**config.mk**
```make
export PLATFORM = sky130hd
export DESIGN_NAME = xfer_dma_engine
export DESIGN_NICKNAME = d
export VERILOG_FILES = /design/src/rtl/xdma_pkg.sv /design/src/rtl/xdma_regs.sv /design/src/rtl/xdma_mover.sv /design/src/rtl/xfer_dma_engine.sv
export SDC_FILE = /design/constraint.sdc
export NUM_CORES = 1
export LEC_CHECK = 0
export BUFFER_PORTS_ARGS = -buffer_cell sky130_fd_sc_hd__buf_2
export CORE_MARGIN = 5
export CORE_UTILIZATION = 50
export CTS_CLUSTER_DIAMETER = 30
export DETAILED_ROUTE_END_ITERATION = 12
export GPL_ROUTABILITY_DRIVEN = 0
export PLACE_DENSITY = 0.73
export RECOVER_POWER = 50
export REMOVE_ABC_BUFFERS = 1
export SLEW_MARGIN = 20
export SYNTH_ARGS = -nofsm -noshare
export SYNTH_HDL_FRONTEND = slang
export SYNTH_SLANG_ARGS = --single-unit
```
**constraint.sdc**
```tcl
create_clock -name clk -period 4.3 [get_ports clk]
set_input_delay 0.86 -clock clk [delete_from_list [all_inputs] [get_ports clk]]
set_output_delay 0.86 -clock clk [all_outputs]
set_load 0.02 [all_outputs]
```
**src/rtl/xdma_pkg.sv**
```systemverilog
package xdma_pkg;
  localparam int REG_W  = 32;
  localparam int OFS_W  = 7;
  localparam int DATA_W = 64;

  localparam logic [OFS_W-1:0] OFS_SRC  = 7'h00;
  localparam logic [OFS_W-1:0] OFS_DST  = 7'h04;
  localparam logic [OFS_W-1:0] OFS_CNT  = 7'h08;
  localparam logic [OFS_W-1:0] OFS_CTRL = 7'h0C;
  localparam logic [OFS_W-1:0] OFS_CLR  = 7'h10;
  localparam logic [OFS_W-1:0] OFS_GLB  = 7'h40;

  localparam int C_EN   = 0;
  localparam int C_END  = 1;
  localparam int C_IE   = 2;
  localparam int C_SZ   = 4;
  localparam int C_SINC = 8;
  localparam int C_DINC = 9;
  localparam int C_AUTO = 12;

  localparam int G_ME   = 0;
  localparam int G_ABT  = 1;
  localparam int G_AERR = 2;

  localparam logic [1:0] SIZE_RST = 2'd2;

  typedef enum logic [1:0] {MV_IDLE, MV_RD_REQ, MV_RD_WAIT, MV_WR_REQ} mv_state_e;

  // bytes per unit for a size code
  function automatic logic [REG_W-1:0] unit_bytes(input logic [1:0] sz);
    return REG_W'(1) << sz;
  endfunction

  // address is a multiple of the unit size
  function automatic logic addr_aligned(input logic [REG_W-1:0] a, input logic [1:0] sz);
    case (sz)
      2'd0:    return 1'b1;
      2'd1:    return a[0] == 1'b0;
      2'd2:    return a[1:0] == 2'b00;
      default: return a[2:0] == 3'b000;
    endcase
  endfunction

  // byte lanes valid for a unit of the given size
  function automatic logic [DATA_W-1:0] lane_mask(input logic [1:0] sz);
    case (sz)
      2'd0:    return DATA_W'(64'h0000_0000_0000_00FF);
      2'd1:    return DATA_W'(64'h0000_0000_0000_FFFF);
      2'd2:    return DATA_W'(64'h0000_0000_FFFF_FFFF);
      default: return '1;
    endcase
  endfunction
endpackage

```
**src/rtl/xdma_regs.sv**
```systemverilog
module xdma_regs
  import xdma_pkg::*;
#(
  parameter int CNT_W = 24
) (
  input  logic             clk,
  input  logic             rst_n,
  input  logic             wr_en,
  input  logic [OFS_W-1:0] wr_addr,
  input  logic [REG_W-1:0] wr_data,
  input  logic [OFS_W-1:0] rd_addr,
  output logic [REG_W-1:0] rd_data,
  input  logic             abort_in,
  input  logic             unit_done,
  input  logic             chan_done,
  output logic [REG_W-1:0] src_q,
  output logic [REG_W-1:0] dst_q,
  output logic [CNT_W-1:0] cnt_q,
  output logic [1:0]       size_q,
  output logic             s_inc_q,
  output logic             d_inc_q,
  output logic             auto_q,
  output logic             en_q,
  output logic             end_q,
  output logic             ie_q,
  output logic             me_q,
  output logic             abt_q,
  output logic             aerr_q,
  output logic             busy,
  output logic             run_ok,
  output logic             clr_pulse,
  output logic             ctrl_wr,
  output logic             start_bad
);
  localparam int PAD_W = REG_W - CNT_W;

  logic src_wr, dst_wr, cnt_wr, glb_wr, start_req;
  logic [REG_W-1:0] step;
  logic [1:0] new_size;

  assign src_wr    = wr_en && (wr_addr == OFS_SRC);
  assign dst_wr    = wr_en && (wr_addr == OFS_DST);
  assign cnt_wr    = wr_en && (wr_addr == OFS_CNT);
  assign ctrl_wr   = wr_en && (wr_addr == OFS_CTRL);
  assign glb_wr    = wr_en && (wr_addr == OFS_GLB);
  assign clr_pulse = wr_en && (wr_addr == OFS_CLR);

  assign busy      = en_q && !end_q;
  assign run_ok    = me_q && !abt_q && !aerr_q;
  assign step      = unit_bytes(size_q);
  assign new_size  = wr_data[C_SZ+1:C_SZ];
  assign start_req = ctrl_wr && !busy && wr_data[C_EN] && !wr_data[C_END];
  assign start_bad = start_req &&
                     !(addr_aligned(src_q, new_size) && addr_aligned(dst_q, new_size));

  always_ff @(posedge clk or negedge rst_n) begin
    if (!rst_n) begin
      src_q   <= '0;
      dst_q   <= '0;
      cnt_q   <= '0;
      size_q  <= SIZE_RST;
      s_inc_q <= 1'b1;
      d_inc_q <= 1'b1;
      auto_q  <= 1'b1;
      en_q    <= 1'b0;
      end_q   <= 1'b0;
      ie_q    <= 1'b0;
      me_q    <= 1'b0;
      abt_q   <= 1'b0;
      aerr_q  <= 1'b0;
    end else begin
      if (src_wr && !busy)         src_q <= wr_data;
      else if (unit_done && s_inc_q) src_q <= src_q + step;

      if (dst_wr && !busy)         dst_q <= wr_data;
      else if (unit_done && d_inc_q) dst_q <= dst_q + step;

      if (clr_pulse)               cnt_q <= '0;
      else if (cnt_wr && !busy)    cnt_q <= wr_data[CNT_W-1:0];
      else if (unit_done)          cnt_q <= cnt_q - 1'b1;

      if (ctrl_wr && !busy) begin
        ie_q    <= wr_data[C_IE];
        size_q  <= new_size;
        s_inc_q <= wr_data[C_SINC];
        d_inc_q <= wr_data[C_DINC];
        auto_q  <= wr_data[C_AUTO];
      end

      if (clr_pulse) begin
        en_q  <= 1'b0;
        end_q <= 1'b0;
      end else if (ctrl_wr && !busy) begin
        en_q  <= wr_data[C_EN] && !start_bad;
        end_q <= wr_data[C_END];
      end else if (chan_done) begin
        end_q <= 1'b1;
      end

      if (glb_wr) begin
        me_q   <= wr_data[G_ME];
        abt_q  <= wr_data[G_ABT];
        aerr_q <= wr_data[G_AERR];
      end
      if (abort_in)  abt_q  <= 1'b1;
      if (start_bad) aerr_q <= 1'b1;
    end
  end

  always_comb begin
    rd_data = '0;
    case (rd_addr)
      OFS_SRC:  rd_data = src_q;
      OFS_DST:  rd_data = dst_q;
      OFS_CNT:  rd_data = {{PAD_W{1'b0}}, cnt_q};
      OFS_CTRL: begin
        rd_data[C_EN]          = en_q;
        rd_data[C_END]         = end_q;
        rd_data[C_IE]          = ie_q;
        rd_data[C_SZ+1:C_SZ]   = size_q;
        rd_data[C_SINC]        = s_inc_q;
        rd_data[C_DINC]        = d_inc_q;
        rd_data[C_AUTO]        = auto_q;
      end
      OFS_GLB: begin
        rd_data[G_ME]   = me_q;
        rd_data[G_ABT]  = abt_q;
        rd_data[G_AERR] = aerr_q;
      end
      default: rd_data = '0;
    endcase
  end
endmodule

```
**src/rtl/xdma_mover.sv**
```systemverilog
module xdma_mover
  import xdma_pkg::*;
(
  input  logic              clk,
  input  logic              rst_n,
  input  logic              busy,
  input  logic              run_ok,
  input  logic              auto_q,
  input  logic              cnt_zero,
  input  logic              clr_pulse,
  input  logic [REG_W-1:0]  src_q,
  input  logic [REG_W-1:0]  dst_q,
  input  logic [1:0]        size_q,
  output logic              mem_req_valid,
  input  logic              mem_req_ready,
  output logic              mem_req_write,
  output logic [REG_W-1:0]  mem_req_addr,
  output logic [1:0]        mem_req_size,
  output logic [DATA_W-1:0] mem_req_wdata,
  input  logic              mem_rsp_valid,
  input  logic [DATA_W-1:0] mem_rsp_data,
  output logic              unit_done,
  output logic              chan_done
);
  mv_state_e state, state_nx;
  logic [DATA_W-1:0] hold_q;

  assign chan_done = (state == MV_IDLE) && busy && cnt_zero && !clr_pulse;
  assign unit_done = (state == MV_WR_REQ) && mem_req_ready && !clr_pulse;

  always_comb begin
    state_nx = state;
    case (state)
      MV_IDLE:    if (busy && !cnt_zero && run_ok && auto_q) state_nx = MV_RD_REQ;
      MV_RD_REQ:  if (mem_req_ready) state_nx = MV_RD_WAIT;
      MV_RD_WAIT: if (mem_rsp_valid) state_nx = MV_WR_REQ;
      MV_WR_REQ:  if (mem_req_ready) state_nx = MV_IDLE;
      default:    state_nx = MV_IDLE;
    endcase
    if (clr_pulse) state_nx = MV_IDLE;
  end

  always_ff @(posedge clk or negedge rst_n) begin
    if (!rst_n) begin
      state  <= MV_IDLE;
      hold_q <= '0;
    end else begin
      state <= state_nx;
      if (state == MV_RD_WAIT && mem_rsp_valid)
        hold_q <= mem_rsp_data & lane_mask(size_q);
    end
  end

  assign mem_req_valid = (state == MV_RD_REQ) || (state == MV_WR_REQ);
  assign mem_req_write = (state == MV_WR_REQ);
  assign mem_req_addr  = (state == MV_WR_REQ) ? dst_q : src_q;
  assign mem_req_size  = size_q;
  assign mem_req_wdata = hold_q;
endmodule

```
**src/rtl/xfer_dma_engine.sv**
```systemverilog
module xfer_dma_engine
  import xdma_pkg::*;
#(
  parameter int CNT_W = 24
) (
  input  logic              clk,
  input  logic              rst_n,
  input  logic              reg_wr,
  input  logic [6:0]        reg_waddr,
  input  logic [31:0]       reg_wdata,
  input  logic [6:0]        reg_raddr,
  output logic [31:0]       reg_rdata,
  input  logic              abort_in,
  output logic              irq,
  output logic              mem_req_valid,
  input  logic              mem_req_ready,
  output logic              mem_req_write,
  output logic [31:0]       mem_req_addr,
  output logic [1:0]        mem_req_size,
  output logic [63:0]       mem_req_wdata,
  input  logic              mem_rsp_valid,
  input  logic [63:0]       mem_rsp_data
);
  logic [REG_W-1:0] src_q, dst_q;
  logic [CNT_W-1:0] cnt_q;
  logic [1:0]       size_q;
  logic s_inc_q, d_inc_q, auto_q, en_q, end_q, ie_q, me_q, abt_q, aerr_q;
  logic busy, run_ok, clr_pulse, ctrl_wr, start_bad;
  logic unit_done, chan_done, cnt_zero;

  assign cnt_zero = (cnt_q == '0);
  assign irq      = end_q && ie_q;

  xdma_regs #(.CNT_W(CNT_W)) u_regs (
    .clk(clk), .rst_n(rst_n),
    .wr_en(reg_wr), .wr_addr(reg_waddr), .wr_data(reg_wdata),
    .rd_addr(reg_raddr), .rd_data(reg_rdata),
    .abort_in(abort_in), .unit_done(unit_done), .chan_done(chan_done),
    .src_q(src_q), .dst_q(dst_q), .cnt_q(cnt_q), .size_q(size_q),
    .s_inc_q(s_inc_q), .d_inc_q(d_inc_q), .auto_q(auto_q),
    .en_q(en_q), .end_q(end_q), .ie_q(ie_q),
    .me_q(me_q), .abt_q(abt_q), .aerr_q(aerr_q),
    .busy(busy), .run_ok(run_ok), .clr_pulse(clr_pulse),
    .ctrl_wr(ctrl_wr), .start_bad(start_bad)
  );

  xdma_mover u_mover (
    .clk(clk), .rst_n(rst_n),
    .busy(busy), .run_ok(run_ok), .auto_q(auto_q), .cnt_zero(cnt_zero),
    .clr_pulse(clr_pulse), .src_q(src_q), .dst_q(dst_q), .size_q(size_q),
    .mem_req_valid(mem_req_valid), .mem_req_ready(mem_req_ready),
    .mem_req_write(mem_req_write), .mem_req_addr(mem_req_addr),
    .mem_req_size(mem_req_size), .mem_req_wdata(mem_req_wdata),
    .mem_rsp_valid(mem_rsp_valid), .mem_rsp_data(mem_rsp_data),
    .unit_done(unit_done), .chan_done(chan_done)
  );
endmodule

```
==> summary.md <==
| Metric | Value |
|---|---|
| Mapped Avg Cell Area | `9.32 um^2` |
| Rows | `51` |
| WHS Endpoint | `u_mover.mem_req_wdata[30]` |
| Unrepaired setup endpoints after global routing | `no` |
| Resized cells post-CTS | `0` |
| Worst Hold Class | `flip-flop to flip-flop` |
| Adder-Cell Fraction of Synth Area | `0.0193` |
| Mux contribution to synthesized area | `0.0995` |
| Synth cell types | `64` |
| Via Count | `9034` |
| WL final | `30500 um` |
| Worst slew pin tran | `1.84 ns` |
| Setup slack, reg-to-reg | `0.93 ns` |
| Hold Violations, Final | `0` |
| Mapped cell area | `0.00973 mm^2` |
| Synth top area share | `0.414` |
| Final Net Count | `1393` |
| Max-capacitance violation count | `2` |
| Hold Buf Count CTS | `0` |
| Final-layout fill cell count | `1761` |
| Fmax | `290 MHz` |
| Total number of yosys warnings | `0` |
| Number of routed nets with antenna violations | `0` |
| Relative slew slack | `-0.228` |
| Sink Count | `165` |
| CTS max path bufs | `2` |
| Gr usage total | `0.267` |
| Synth area leader | `dfrtp_1` |
| Die height | `149 um` |
| DR pass1 iterations | `5` |
| Top cells by area, synth | `dfrtp_1 41%, nor2_1 5.1%, mux2_2 5.0%` |
| Failing checks | `max-capacitance violations, max-slew violations` |
| DR WL/cell | `19.8 um` |
| IO Pins | `249` |
| H-tree Lvls | `4` |
| # setup viols final | `0` |
| Vias in the first global route | `8492` |
| Critical Path RT | `3.44 ns` |
| R2R Path Start | `u_regs.size_q[1]` |
| Clk slew on worst S/H paths | `0.07 ns` |
| Area growth syn-to-layout | `20.1%` |
| Initial drt markers | `785` |
| Final instance area | `0.0117 mm^2` |
| Final Util | `0.604` |
| DP Wirelength | `22300 um` |
| Core Box Area | `0.0193 mm^2` |
| Hold_sp | `u_mover.mem_req_wdata[30]` |
| Via density | `5.86` |
| Crit path arrival time | `2.59 ns` |
| Largest net degree at the start of global routing | `73` |
| GRT Residual Overflow | `0` |
| Crit Reg-Reg Endpoint | `u_regs.src_q[19]` |
| P_leak | `5.31 nW` |
| Post-CTS setup buffer count | `0` |
| # DRC | `0` |
| Synth Register Bits | `165` |
| Crit path capture type | `output port` |
| Ys async rst share | `1.00` |
| Worst Path Max Fanout | `23` |
| Simple-Gate Fraction of Synth Area | `0.207` |
| Min cycle time layout | `3.45 ns` |
| Number of buffers added on ports | `248` |
| Die width | `149 um` |
| Synth Instances | `1044` |
| Xor/xnor cell area share of the yosys netlist | `0.0558` |
| Area after DPL | `0.0112 mm^2` |
| Initial Util | `0.503` |
| EDFF count, synth | `0` |
| Die ar. | `0.0223 mm^2` |
| Pwr dens | `412 mW/mm^2` |
| Maximum vdd drop | `0.307 mV` |
| Status | `finished, violations left` |
| First-pass GRT wire length | `47000 um` |
| CTS buffer count | `17` |
| CTS tree | `built` |
| Reg2reg path depth | `7` |
| Main combinational cell family by area after synthesis | `simple AND/OR/NAND/NOR gates` |
| CP startpoint kind | `primary input` |
| Fin Hold WS | `0.479 ns` |
| Layout cells sized above 1 | `0.245` |
| Setup Total Neg Slack | `0 ns` |
| Sequential-to-total area share from yosys stat | `0.425` |
| Synth Area in Compound Gates | `0.160` |
| Cell depth of the worst min-delay path | `2` |
| Fin crit share | `0.803` |
| Setup WS pre-CTS | `0.854 ns` |
| Initial antenna violation count | `2` |
| Clock latency at the later pin of the worst-skew pair | `0.43 ns` |
| Critical path class | `primary input to output port` |
| Fin. max-slew vios | `135` |
| Setup Skew | `0.0101 ns` |
| Worst setup margin | `0.848 ns` |
| Ys flop type | `dfrtp_1` |
| Root buffer cell | `clkbuf_16` |
[layer usage]
| layer | up-vias | wire length, um | GRT usage |
|---|---|---|---|
| li1 | 4250 | - | - |
| met3 | 57 | 2410 | 0.0591 |
| met1 | 4360 | 12900 | 0.374 |
| met2 | 365 | 14500 | 0.418 |
| met4 | 2 | 745 | 0.0787 |
| met5 | - | 13 | 0 |
[flip-flops by register name, summed over array words and instances, names as in the netlist]
| signal | flops |
|---|---|
| u_regs.en_q | 1 |
| u_regs.me_q | 1 |
| u_mover.mem_req_wdata | 64 |
| u_regs.dst_q | 32 |
| u_regs.src_q | 32 |
| u_regs.end_q | 1 |
| u_regs.size_q | 2 |
| u_regs.s_inc_q | 1 |
| u_regs.aerr_q | 1 |
| u_regs.ie_q | 1 |
| u_regs.abt_q | 1 |
| u_mover.state | 2 |
| u_regs.cnt_q | 24 |
| u_regs.d_inc_q | 1 |
| u_regs.auto_q | 1 |
[power breakdown]
part | total [mW] | switching, mW | internal, mW
combinational | 1.34 | 0.779 | 0.563
sequential | 1.96 | 0.238 | 1.73
clock | 1.50 | 0.689 | 0.811
[cell families (layout without fill, tap and decap cells)]
family	after synthesis	after routing
and+or+nand+nor	397	397
DFF	165	165
adders and majority gates	15	15
xor gates and xnor gates	62	62
muxes	81	81
buffers and inverters	84	315
AOI/OAI and AO/OA	240	240
other	0	1
[worst max-delay path by stage]
stage | end | start | slack [ns]
after floorplan | u_regs.src_q[3] | reg_waddr[1] | 0.69
after global placement | reg_rdata[12] | reg_raddr[2] | 0.86
after detailed placement | reg_rdata[12] | reg_raddr[2] | 0.85
after CTS | reg_rdata[12] | reg_raddr[2] | 0.85
after global routing | u_mover.mem_req_wdata[62] | rst_n | 0.43
final | reg_rdata[12] | reg_raddr[2] | 0.85
[through the flow]
stage / power, mW / cells
2_1_floorplan: 2.82 / 976
3_5_place_dp: 3.33 / 1508
4_1_cts: 4.83 / 1540
5_1_grt: 5.03 / 1541
3_3_place_gp: 3.31 / 1508
6_report: 4.81 / 1541
[layout by cell type, fill, tap and decap left out, drive strengths merged, types with 5 or more instances in the layout]
cell type  netlist  layout
or4b             5       5
mux4             8       8
a22o            40      40
o21ai           45      45
nor2           133     133
inv             16      21
a31oi           33      33
o2111ai          5       5
nand2           90      90
clkinv           0       7
and4             6       6
and3            15      15
or4             10      10
and2             6       6
mux2i           30      30
nand2b           5       5
or3             16      16
mux2            43      43
buf             10     203
nand3           25      25
clkbuf          58      81
dfrtp          161     161
a211oi          21      21
nor4            22      22
xor2            28      28
a21oi           68      68
nor2b           11      11
xnor2           34      34
nor3            16      16
nand4           18      18
o31ai            5       5
ha              15      15
[worst max-delay path, cell delays in order]
cell and delay (ns):
buf_2 0.45, buf_4 0.37, mux4_2 0.57, nor2b_1 0.15, buf_2 0.18
[cells in the mapped netlist (all sizes together), types with 15 or more instances]
| library cell | number |
|---|---|
| a211oi | 21 |
| a21oi | 68 |
| a22o | 40 |
| a31oi | 33 |
| and3 | 15 |
| clkbuf | 58 |
| dfrtp | 161 |
| ha | 15 |
| inv | 16 |
| mux2 | 43 |
| mux2i | 30 |
| nand2 | 90 |
| nand3 | 25 |
| nand4 | 18 |
| nor2 | 133 |
| nor3 | 16 |
| nor4 | 22 |
| o21ai | 45 |
| or3 | 16 |
| xnor2 | 34 |
| xor2 | 28 |
[area by class of cell]
type,instances,area [um^2],share of cell area
sequential,165,4130,0.354
timing repair buffer,267,1300,0.112
multi-input combinational,795,5280,0.452
antenna,1,2.50,0.000214
tap,265,332,0.0284
inverter,16,60.1,0.00514
clock buffer,17,425,0.0364
clock inverter,15,146,0.0125
No activity file was read; power rests on OpenSTA's default activity.
